--- src/rtl/frac_pwm_pkg.sv ---
package frac_pwm_pkg;

    localparam int unsigned CTRL_W   = 32;
    localparam int unsigned ACC_W    = 16;
    localparam int unsigned DUTY_W   = 8;
    localparam int unsigned EN_BIT   = 31;
    localparam int unsigned UPD_BIT  = 30;
    localparam int unsigned STEP_LSB = 8;
    localparam int unsigned DUTY_LSB = 0;
    localparam int unsigned STEP_MSB = STEP_LSB + ACC_W - 1;
    localparam int unsigned DUTY_MSB = DUTY_LSB + DUTY_W - 1;

    typedef logic [ACC_W-1:0]  step_t;
    typedef logic [DUTY_W-1:0] duty_t;

    typedef struct packed {
        logic  run;
        logic  pend;
        step_t stg_step;
        duty_t stg_duty;
        step_t act_step;
        duty_t act_duty;
    } ctl_state_t;

    typedef struct packed {
        step_t phase;
    } acc_state_t;

    function automatic step_t field_step(input logic [CTRL_W-1:0] w);
        return w[STEP_MSB:STEP_LSB];
    endfunction

    function automatic duty_t field_duty(input logic [CTRL_W-1:0] w);
        return w[DUTY_MSB:DUTY_LSB];
    endfunction

endpackage

--- src/rtl/frac_pwm_ctl.sv ---
module frac_pwm_ctl
    import frac_pwm_pkg::*;
(
    input  logic              clk,
    input  logic              rst_n,
    input  logic              wr_en,
    input  logic [CTRL_W-1:0] wr_data,
    input  logic              wrap,
    output logic              run_q,
    output logic              pend_q,
    output step_t             stg_step_q,
    output duty_t             stg_duty_q,
    output step_t             act_step_q,
    output duty_t             act_duty_q
);

    ctl_state_t st_d, st_q;
    logic       wr_upd;
    logic       direct_ld;
    logic       boundary_ld;

    always_comb begin
        st_d        = st_q;
        wr_upd      = wr_en & wr_data[UPD_BIT];
        direct_ld   = wr_upd & ~st_q.run;
        boundary_ld = st_q.pend & (wrap | ~st_q.run);

        if (wr_en) begin
            st_d.run      = wr_data[EN_BIT];
            st_d.stg_step = field_step(wr_data);
            st_d.stg_duty = field_duty(wr_data);
        end

        if (direct_ld) begin
            st_d.act_step = field_step(wr_data);
            st_d.act_duty = field_duty(wr_data);
        end else if (boundary_ld) begin
            st_d.act_step = st_q.stg_step;
            st_d.act_duty = st_q.stg_duty;
        end

        if (direct_ld) begin
            st_d.pend = 1'b0;
        end else begin
            st_d.pend = (st_q.pend & ~boundary_ld) | (wr_upd & st_q.run);
        end
    end

    always_ff @(posedge clk or negedge rst_n) begin
        if (!rst_n) begin
            st_q <= '0;
        end else begin
            st_q <= st_d;
        end
    end

    assign run_q      = st_q.run;
    assign pend_q     = st_q.pend;
    assign stg_step_q = st_q.stg_step;
    assign stg_duty_q = st_q.stg_duty;
    assign act_step_q = st_q.act_step;
    assign act_duty_q = st_q.act_duty;

endmodule

--- src/rtl/frac_pwm_accum.sv ---
module frac_pwm_accum
    import frac_pwm_pkg::*;
(
    input  logic  clk,
    input  logic  rst_n,
    input  logic  run,
    input  step_t step,
    output step_t phase_q,
    output logic  wrap
);

    localparam int unsigned SUM_W = ACC_W + 1;

    acc_state_t       st_d, st_q;
    logic [SUM_W-1:0] sum;

    always_comb begin
        st_d = st_q;
        sum  = {1'b0, st_q.phase} + {1'b0, step};
        wrap = run & sum[ACC_W];
        if (run) begin
            st_d.phase = sum[ACC_W-1:0];
        end else begin
            st_d.phase = '0;
        end
    end

    always_ff @(posedge clk or negedge rst_n) begin
        if (!rst_n) begin
            st_q <= '0;
        end else begin
            st_q <= st_d;
        end
    end

    assign phase_q = st_q.phase;

endmodule

--- src/rtl/frac_pwm_cmp.sv ---
module frac_pwm_cmp
    import frac_pwm_pkg::*;
(
    input  logic  run,
    input  step_t phase,
    input  duty_t thresh,
    output logic  level
);

    localparam int unsigned TOP_LSB = ACC_W - DUTY_W;

    duty_t top_bits;

    always_comb begin
        top_bits = phase[ACC_W-1:TOP_LSB];
        level    = run & (top_bits >= thresh);
    end

endmodule

--- src/rtl/frac_pwm.sv ---
module frac_pwm
    import frac_pwm_pkg::*;
(
    input  logic              clk,
    input  logic              rst_n,
    input  logic              wr_en,
    input  logic [CTRL_W-1:0] wr_data,
    output logic [CTRL_W-1:0] rd_data,
    output logic              pwm_out
);

    logic  run_q;
    logic  pend_q;
    step_t stg_step_q;
    duty_t stg_duty_q;
    step_t act_step_q;
    duty_t act_duty_q;
    step_t phase_q;
    logic  wrap;

    frac_pwm_ctl u_ctl (
        .clk        (clk),
        .rst_n      (rst_n),
        .wr_en      (wr_en),
        .wr_data    (wr_data),
        .wrap       (wrap),
        .run_q      (run_q),
        .pend_q     (pend_q),
        .stg_step_q (stg_step_q),
        .stg_duty_q (stg_duty_q),
        .act_step_q (act_step_q),
        .act_duty_q (act_duty_q)
    );

    frac_pwm_accum u_accum (
        .clk     (clk),
        .rst_n   (rst_n),
        .run     (run_q),
        .step    (act_step_q),
        .phase_q (phase_q),
        .wrap    (wrap)
    );

    frac_pwm_cmp u_cmp (
        .run    (run_q),
        .phase  (phase_q),
        .thresh (act_duty_q),
        .level  (pwm_out)
    );

    always_comb begin
        rd_data                    = '0;
        rd_data[EN_BIT]            = run_q;
        rd_data[UPD_BIT]           = pend_q;
        rd_data[STEP_MSB:STEP_LSB] = stg_step_q;
        rd_data[DUTY_MSB:DUTY_LSB] = stg_duty_q;
    end

endmodule

--- config.mk ---
export PLATFORM = sky130hd
export DESIGN_NAME = frac_pwm
export DESIGN_NICKNAME = d
export VERILOG_FILES = /design/src/rtl/frac_pwm_pkg.sv /design/src/rtl/frac_pwm_ctl.sv /design/src/rtl/frac_pwm_accum.sv /design/src/rtl/frac_pwm_cmp.sv /design/src/rtl/frac_pwm.sv
export SDC_FILE = /design/constraint.sdc
export NUM_CORES = 1
export LEC_CHECK = 0
export ABC_AREA = 1
export BUFFER_PORTS_ARGS = -buffer_cell sky130_fd_sc_hd__buf_2
export CORE_MARGIN = 5
export CORE_UTILIZATION = 55
export CTS_CLUSTER_DIAMETER = 30
export DETAILED_ROUTE_END_ITERATION = 10
export PLACE_DENSITY = 0.78
export SLEW_MARGIN = 20
export SYNTH_ARGS = -nofsm -noshare
export SYNTH_HDL_FRONTEND = slang
export SYNTH_HIERARCHICAL = 1
export SYNTH_SLANG_ARGS = --single-unit
--- constraint.sdc ---
create_clock -name clk -period 2.5 [get_ports clk]
set_clock_uncertainty 0.05 [all_clocks]
set_input_delay 0.5 -clock clk [delete_from_list [all_inputs] [get_ports clk]]
set_output_delay 0.5 -clock clk [all_outputs]
set_load 0.05 [all_outputs]
==> results_dict.tcl, run 1 <==
set metrics [dict create \
    die_h_um 96.03 \
    syn_to_final_growth_pct 13.22 \
    ys.flop_type "dfrtp_1" \
    async_flop_share_pct 100.0 \
    antenna_cells 0 \
    portBuffers 55 \
    busiest_layer "met2" \
    grt_pass1_wl_mm 15.44 \
    cts_buffer_depth 2 \
    firstDrtPassIters 5 \
    met2_usage_pct 33.24 \
    cts-buffers-inserted 9 \
    start_util_pct 56.42 \
    core_sq_mm 0.007214 \
    gp_congestion 0.9117 \
    vias 3506 \
    overflow 0 \
    utilization_pct 63.87 \
    worst-path-max-fanout 2 \
    setup_violations 0 \
    critical_path.cell_chain "inv_1 -> ha_1 -> nand2_1 -> nor2_2 -> nand4_1 -> nand3_1 -> nand2_1 -> inv_1 -> clkbuf_4" \
    startpoint_type "flop" \
    wl_per_cell_um 13.22 \
    critical_path_class "reg2out" \
    clock.fmax_ghz 0.4191 \
    cp_slowest_stage_delay_ps 350 \
    powerDensity_mw_per_mm2 956.4 \
    antenna_found_initial 0 \
    grtUsageMet3_pct 5.004 \
    rr_worst_depth 13 \
    end_kind "output pin" \
    hold_slack_ps 324.6 \
    synth_seq_cells 66 \
    maxCapViolations 0 \
    ir_worst_vdd_uv 523.4 \
    synth_area_sq_mm 0.004070 \
    clk-insertion-delay-late_ps 340 \
    synth_warnings 6 \
    wirelength_mm 8.934 \
    finalMaxSlewViolations 0 \
    syn-instance-count 519 \
    grt_max_degree 38 \
    grt_usage_pct 21.56 \
    post-route-drc-count 0 \
    clockRootBuffer "clkbuf_8" \
    ioPinCount 68 \
    use_met1_pct 29.03 \
    final_nets 632 \
    via_per_inst 5.186 \
    slowest_stage "dfrtp_1" \
    yosysSeqAreaShare_pct 40.58 \
    htree_levels 3 \
    outcome "completed" \
    clkSinkCount 66 \
    arrival_ps 1840 \
    p_leak_nw 2.620 \
    fin_crit_sh_pct 95.45 \
    synth_edf_count 0 \
    dieWidth_um 96.03 \
    avgSynthCellArea_sq_um 7.842 \
    initialDrtViolationCount 137 \
    crit_required_ps 1950 \
    synth.distinct_cells 29 \
    grt_pass1_vias 3416 \
    clk_pin_slew_ps 70 \
    fin_crit_ps 2386 \
    dieArea_sq_mm 0.009221 \
    drive_above_1_share_pct 20.10 \
    hold_depth 3 \
    drtAntennaViolNets 0 \
    finalHoldViolations 0 \
    cts_tree "done" \
    hpwlAfterDp_mm 6.601 \
    hold_class "in2reg" \
    rows 31 \
]
==> stage by stage <==
| step | power (mW) | cell area, sq um | worst slack, ps | setup TNS [ps] | cells |
|---|---|---|---|---|---|
| finish | 4.407 | 4608 | 113.9 | 0 | 676 |
| global route | 4.791 | 4608 | -0.2824 | -0.2824 | 676 |
| CTS | 4.420 | 4599 | 90.86 | 0 | 676 |
| detailed placement | 3.429 | 4374 | 30.23 | 0 | 659 |
| global placement | 3.355 | 4374 | 76.70 | 0 | 659 |
| floorplan | 2.994 | 4089 | 448.8 | 0 | 524 |
==> cell type report <==
class	instances	area, sq um
Fill cell	622	2606
Clock inverter	5	78.83
Sequential cell	66	1652
Timing Repair Buffer	66	379.1
Clock buffer	11	131.4
Inverter	61	229.0
Multi-Input combinational cell	368	2014
Tap cell	99	123.9
==> synth_stat cells (3+ instances only) <==
cell | instances | area [sq um]
a21oi_1 | 20 | 100.1
buf_2 | 15 | 75.07
buf_4 | 9 | 67.56
buf_6 | 4 | 45.04
dfrtp_1 | 66 | 1652
ha_1 | 24 | 300.3
inv_1 | 60 | 225.2
mux2_2 | 24 | 270.3
nand2_1 | 184 | 690.7
nand2_2 | 4 | 25.02
nand3_1 | 33 | 165.2
nand3_2 | 3 | 30.03
nand4_1 | 26 | 162.7
nor2_1 | 23 | 86.33
o21ai_0 | 8 | 40.04
==> state kept, by name, indices dropped and copies added (netlist names) <==
name and cells:
u_ctl/run_q 1, u_ctl/stg_step_q 16, u_ctl/act_step_q 16, u_accum/phase_q 16, u_ctl/pend_q 1, u_ctl/stg_duty_q 8
u_ctl/act_duty_q 8
==> worst max-delay path: cells and delay by family, from the launching register on <==
family                   cells  cell delay [ps]
adder cells (fa/ha/maj)      1              290
buffers and inverters        3              340
flip-flops                   1              350
AND/OR/NAND/NOR              5              520
==> routing by layer <==
layer	vias to the layer above	wire length (um)
met5	-	0
met3	17	621
met1	1601	4059
met2	119	4054
met4	0	199
li1	1769	-
==> kinds of logic (layout without fill, tap and decap cells) <==
| group | Yosys count | after routing | share of synthesized area [%] |
|---|---|---|---|
| AO/OA/AOI/OAI | 31 | 31 | 4.243 |
| XOR/XNOR | 1 | 1 | 0.2152 |
| adder cells (fa/ha/maj) | 25 | 25 | 7.870 |
| buffers and inverters | 90 | 143 | 10.57 |
| flip-flops | 66 | 66 | 40.58 |
| multiplexers | 24 | 24 | 6.640 |
| other | 1 | 6 | 0.09213 |
| AND/OR/NAND/NOR | 281 | 281 | 29.79 |
==> worst paths after layout <==
| path | start | end | slack [ps] |
|---|---|---|---|
| min reg2reg | u_ctl/act_duty_q[4] | u_ctl/act_duty_q[4] | 460 |
| max | u_ctl/act_duty_q[7] | pwm_out | 110 |
| min | wr_data[31] | u_ctl/run_q | 320 |
| max reg2reg | u_accum/phase_q[10] | u_ctl/act_step_q[14] | 160 |
| min in group asynchronous | rst_n | u_accum/phase_q[5] | 530 |
| max in group asynchronous | rst_n | u_ctl/act_duty_q[2] | 1130 |
==> power by group <==
| group | leakage, nW | internal (mW) | total (mW) | switching [mW] |
|---|---|---|---|---|
| registers | 0.817 | 1.33 | 1.52 | 0.183 |
| logic | 1.70 | 0.673 | 1.92 | 1.25 |
| clock network | 0.107 | 0.561 | 0.966 | 0.405 |
==> repair_timing <==
item                                   in CTS  in global routing
buffers inserted                            0                  0
gates resized for setup                     1                  3
hold buffers                                1                  0
setup endpoints to repair                   1                 25
endpoints found under the hold margin      10                  0
==> cell usage in the layout (no fill, tap or decap) <==
cell | netlist | layout
mux2_2 | 24 | 24
buf_6 | 4 | 1
nand4_1 | 26 | 26
fa_1 | 1 | 1
a21o_2 | 1 | 1
xnor2_1 | 1 | 1
nor3_1 | 2 | 2
conb_1 | 1 | 6
clkinv_4 | 0 | 1
nand3_2 | 3 | 3
inv_1 | 60 | 60
a21oi_1 | 20 | 20
nand2_4 | 0 | 1
ha_1 | 24 | 24
dlygate4sd3_1 | 0 | 1
nand3_1 | 33 | 33
nand2_1 | 184 | 184
clkinv_2 | 0 | 2
or2_1 | 1 | 1
o21ai_4 | 1 | 1
bufinv_16 | 0 | 2
clkbuf_4 | 0 | 1
nor3_2 | 1 | 1
inv_2 | 1 | 1
and2_1 | 2 | 2
o21ai_0 | 8 | 8
buf_4 | 9 | 8
nor2_2 | 1 | 2
buf_12 | 0 | 1
clkbuf_1 | 0 | 2
nand3b_1 | 1 | 1
o21bai_1 | 1 | 1
nor2_1 | 23 | 22
clkbuf_8 | 1 | 9
buf_2 | 15 | 54
dfrtp_1 | 66 | 66
nand2_2 | 4 | 3
No activity file was read; power rests on OpenSTA's default activity.
==> run 2, diff against run 1 <==
--- a/config.mk
+++ b/config.mk
@@ -6,12 +6,12 @@
 export NUM_CORES = 1
 export LEC_CHECK = 0
 export ABC_AREA = 1
-export BUFFER_PORTS_ARGS = -buffer_cell sky130_fd_sc_hd__buf_2
 export CORE_MARGIN = 5
 export CORE_UTILIZATION = 55
 export CTS_CLUSTER_DIAMETER = 30
 export DETAILED_ROUTE_END_ITERATION = 10
-export PLACE_DENSITY = 0.78
+export DONT_BUFFER_PORTS = 1
+export PLACE_DENSITY = 0.7
 export SLEW_MARGIN = 20
 export SYNTH_ARGS = -nofsm -noshare
 export SYNTH_HDL_FRONTEND = slang
==> run 2 against run 1 <==
  * Non-clock buffer count is 58 lower
  * Via count down 8.5%
  * Worst setup slack improved by 23 ps
  * Global-route usage shrank 0.91 points
  * Final cell count fell by 8.9%
  * Clock-buffer cell count grew 1
  * Utilization shrank 4.0 points
  * Routed wire length is 4.8% lower
  * Hold slack got worse by 82 ps
  * Critical path type unchanged
  * Critical endpoint unchanged
==> results_dict.tcl, run 2 (synthesis results as in run 1) <==
set metrics [dict create \
    dieWidth_um 96.03 \
    cts_tree "done" \
    fin_crit_ps 2363 \
    critical-path-top-delay-family "flip-flops" \
    finalMaxSlewViolations 0 \
    htree_levels 3 \
    core_sq_mm 0.007214 \
    clock.fmax_ghz 0.4232 \
    p_leak_nw 2.363 \
    outcome "completed" \
    dpl_cell_area_sq_mm 0.004069 \
    cp_slowest_stage_delay_ps 440 \
    grt_max_degree 67 \
    critical_path.cell_chain "ha_1 -> a21oi_1 -> nand2_1 -> nand2_1 -> nand3_1 -> nand2_2 -> clkinvlp_4" \
    grt_pass1_wl_mm 14.74 \
    final_nets 574 \
    fin_crit_sh_pct 94.52 \
    tightest_slew_ps 598.4 \
    antenna_found_initial 0 \
    initialDrtViolationCount 144 \
    setup_slack_ps 137.1 \
    die_h_um 96.03 \
    clockRootBuffer "clkbuf_8" \
    power_mw 4.211 \
    overflow 0 \
    path_buf_inv 1 \
    cpMostUsedCell "nand2_1" \
    clk-insertion-delay-late_ps 340 \
    drtAntennaViolNets 0 \
    critical_path_class "reg2out" \
    post-route-drc-count 0 \
    hold_class "in2reg" \
    layout_commonest_cell "nand2_1" \
    clk_pin_slew_ps 70 \
    grt_pass1_vias 3199 \
    cts_buffer_depth 2 \
    slowest_stage "dfrtp_1" \
    ir_worst_vdd_uv 523.0 \
    grt_setup_unrepaired "no" \
    ioPinCount 68 \
    gp_congestion 0.8366 \
    cts-buffers-inserted 9 \
    worst-path-max-fanout 2 \
    grt_usage_pct 20.64 \
    dieArea_sq_mm 0.009221 \
    slew-limit-headroom_pct 60.11 \
    finalHoldViolations 0 \
    fillerInstances 665 \
    vias 3208 \
    post-cts-setup-buffers 0 \
    powerDensity_mw_per_mm2 975.3 \
    maxCapViolations 0 \
    hpwlAfterDp_mm 6.273 \
    syn_to_final_growth_pct 6.087 \
    via_per_inst 5.208 \
    start_util_pct 56.42 \
    final_design_area_no_fill_sq_mm 0.004318 \
    crit_required_ps 1950 \
    drive_above_1_share_pct 11.99 \
    wl_per_cell_um 13.81 \
    rows 31 \
    antenna_cells 0 \
    startpoint_type "flop" \
    end_kind "output pin" \
    layout_common_cells "183 x nand2_1, 66 x dfrtp_1, 59 x inv_1" \
    tns_ps 0 \
    portBuffers 0 \
    arrival_ps 1810 \
    clkSinkCount 66 \
    wirelength_mm 8.506 \
    setup_violations 0 \
    dp_slack_ps 129.5 \
    firstDrtPassIters 5 \
]
run 2: final cells by class:
class,count,area (sq um),area share [%]
tap,99,123.9,2.869
clock buffer,12,165.2,3.825
clock inverter,2,12.51,0.2898
sequential,66,1652,38.25
timing repair buffer,8,95.09,2.202
multi-input combinational,368,2037,47.17
inverter,61,232.7,5.390
run 2: final timing paths:
check	startpoint	to	slack, ps	depth (start not counted)
max	u_accum/phase_q[11]	pwm_out	140	7
min	wr_data[30]	u_ctl/pend_q	240	2
max reg2reg	u_ctl/act_step_q[0]	u_ctl/act_step_q[11]	200	15
min reg2reg	u_ctl/act_duty_q[5]	u_ctl/act_duty_q[5]	460	2
max in group asynchronous	rst_n	u_ctl/act_step_q[11]	1470	2
min in group asynchronous	rst_n	u_accum/phase_q[5]	630	2
run 2: report_power, final:
group / internal, mW / total [mW] / switching (mW) / leakage (nW)
clock network: 0.428 / 0.809 / 0.380 / 0.0903
logic: 0.656 / 1.72 / 1.07 / 1.46
registers: 1.33 / 1.68 / 0.351 / 0.817
total: 2.41 / 4.21 / 1.80 / 2.36
run 2: layer usage:
metal	track usage, %	share of wire (%)	wire, um	up-vias
li1	-	-	-	1640
met1	25.99	45	3835	1472
met2	33.81	47	3960	83
met3	6.802	7.0	595	13
met4	5.924	1.3	114	0
met5	0	0	0	-
run 2: repair_timing:
| item | CTS | global route |
|---|---|---|
| endpoints found under the hold margin | 66 | 0 |
| hold buffers | 2 | 0 |
| endpoints found under the setup margin | 0 | 21 |
| resized for setup | 0 | 5 |
run 2: worst register-to-register path: stages, from the launching register on:
cell and delay [ps]:
dfrtp_1 350, ha_1 160, inv_1 50, fa_1 350
inv_1 120, nand3_1 80, nand3_1 100, nand2_1 80
nand3_2 70, a21oi_1 70, nor2_2 170, o21ai_4 90
nand2_2 170, buf_12 180, nand2_1 90, nand2_1 60
run 2: through the flow:
stage | cells | hold slack [ps] | utilization (%)
2_1_floorplan | 524 | 154.4 | -
3_3_place_gp | 600 | 157.1 | 56.40
3_5_place_dp | 600 | 156.9 | 56.40
4_1_cts | 616 | 226.2 | 59.38
5_1_grt | 616 | 231.5 | 59.85
6_report | 616 | 242.8 | 59.85
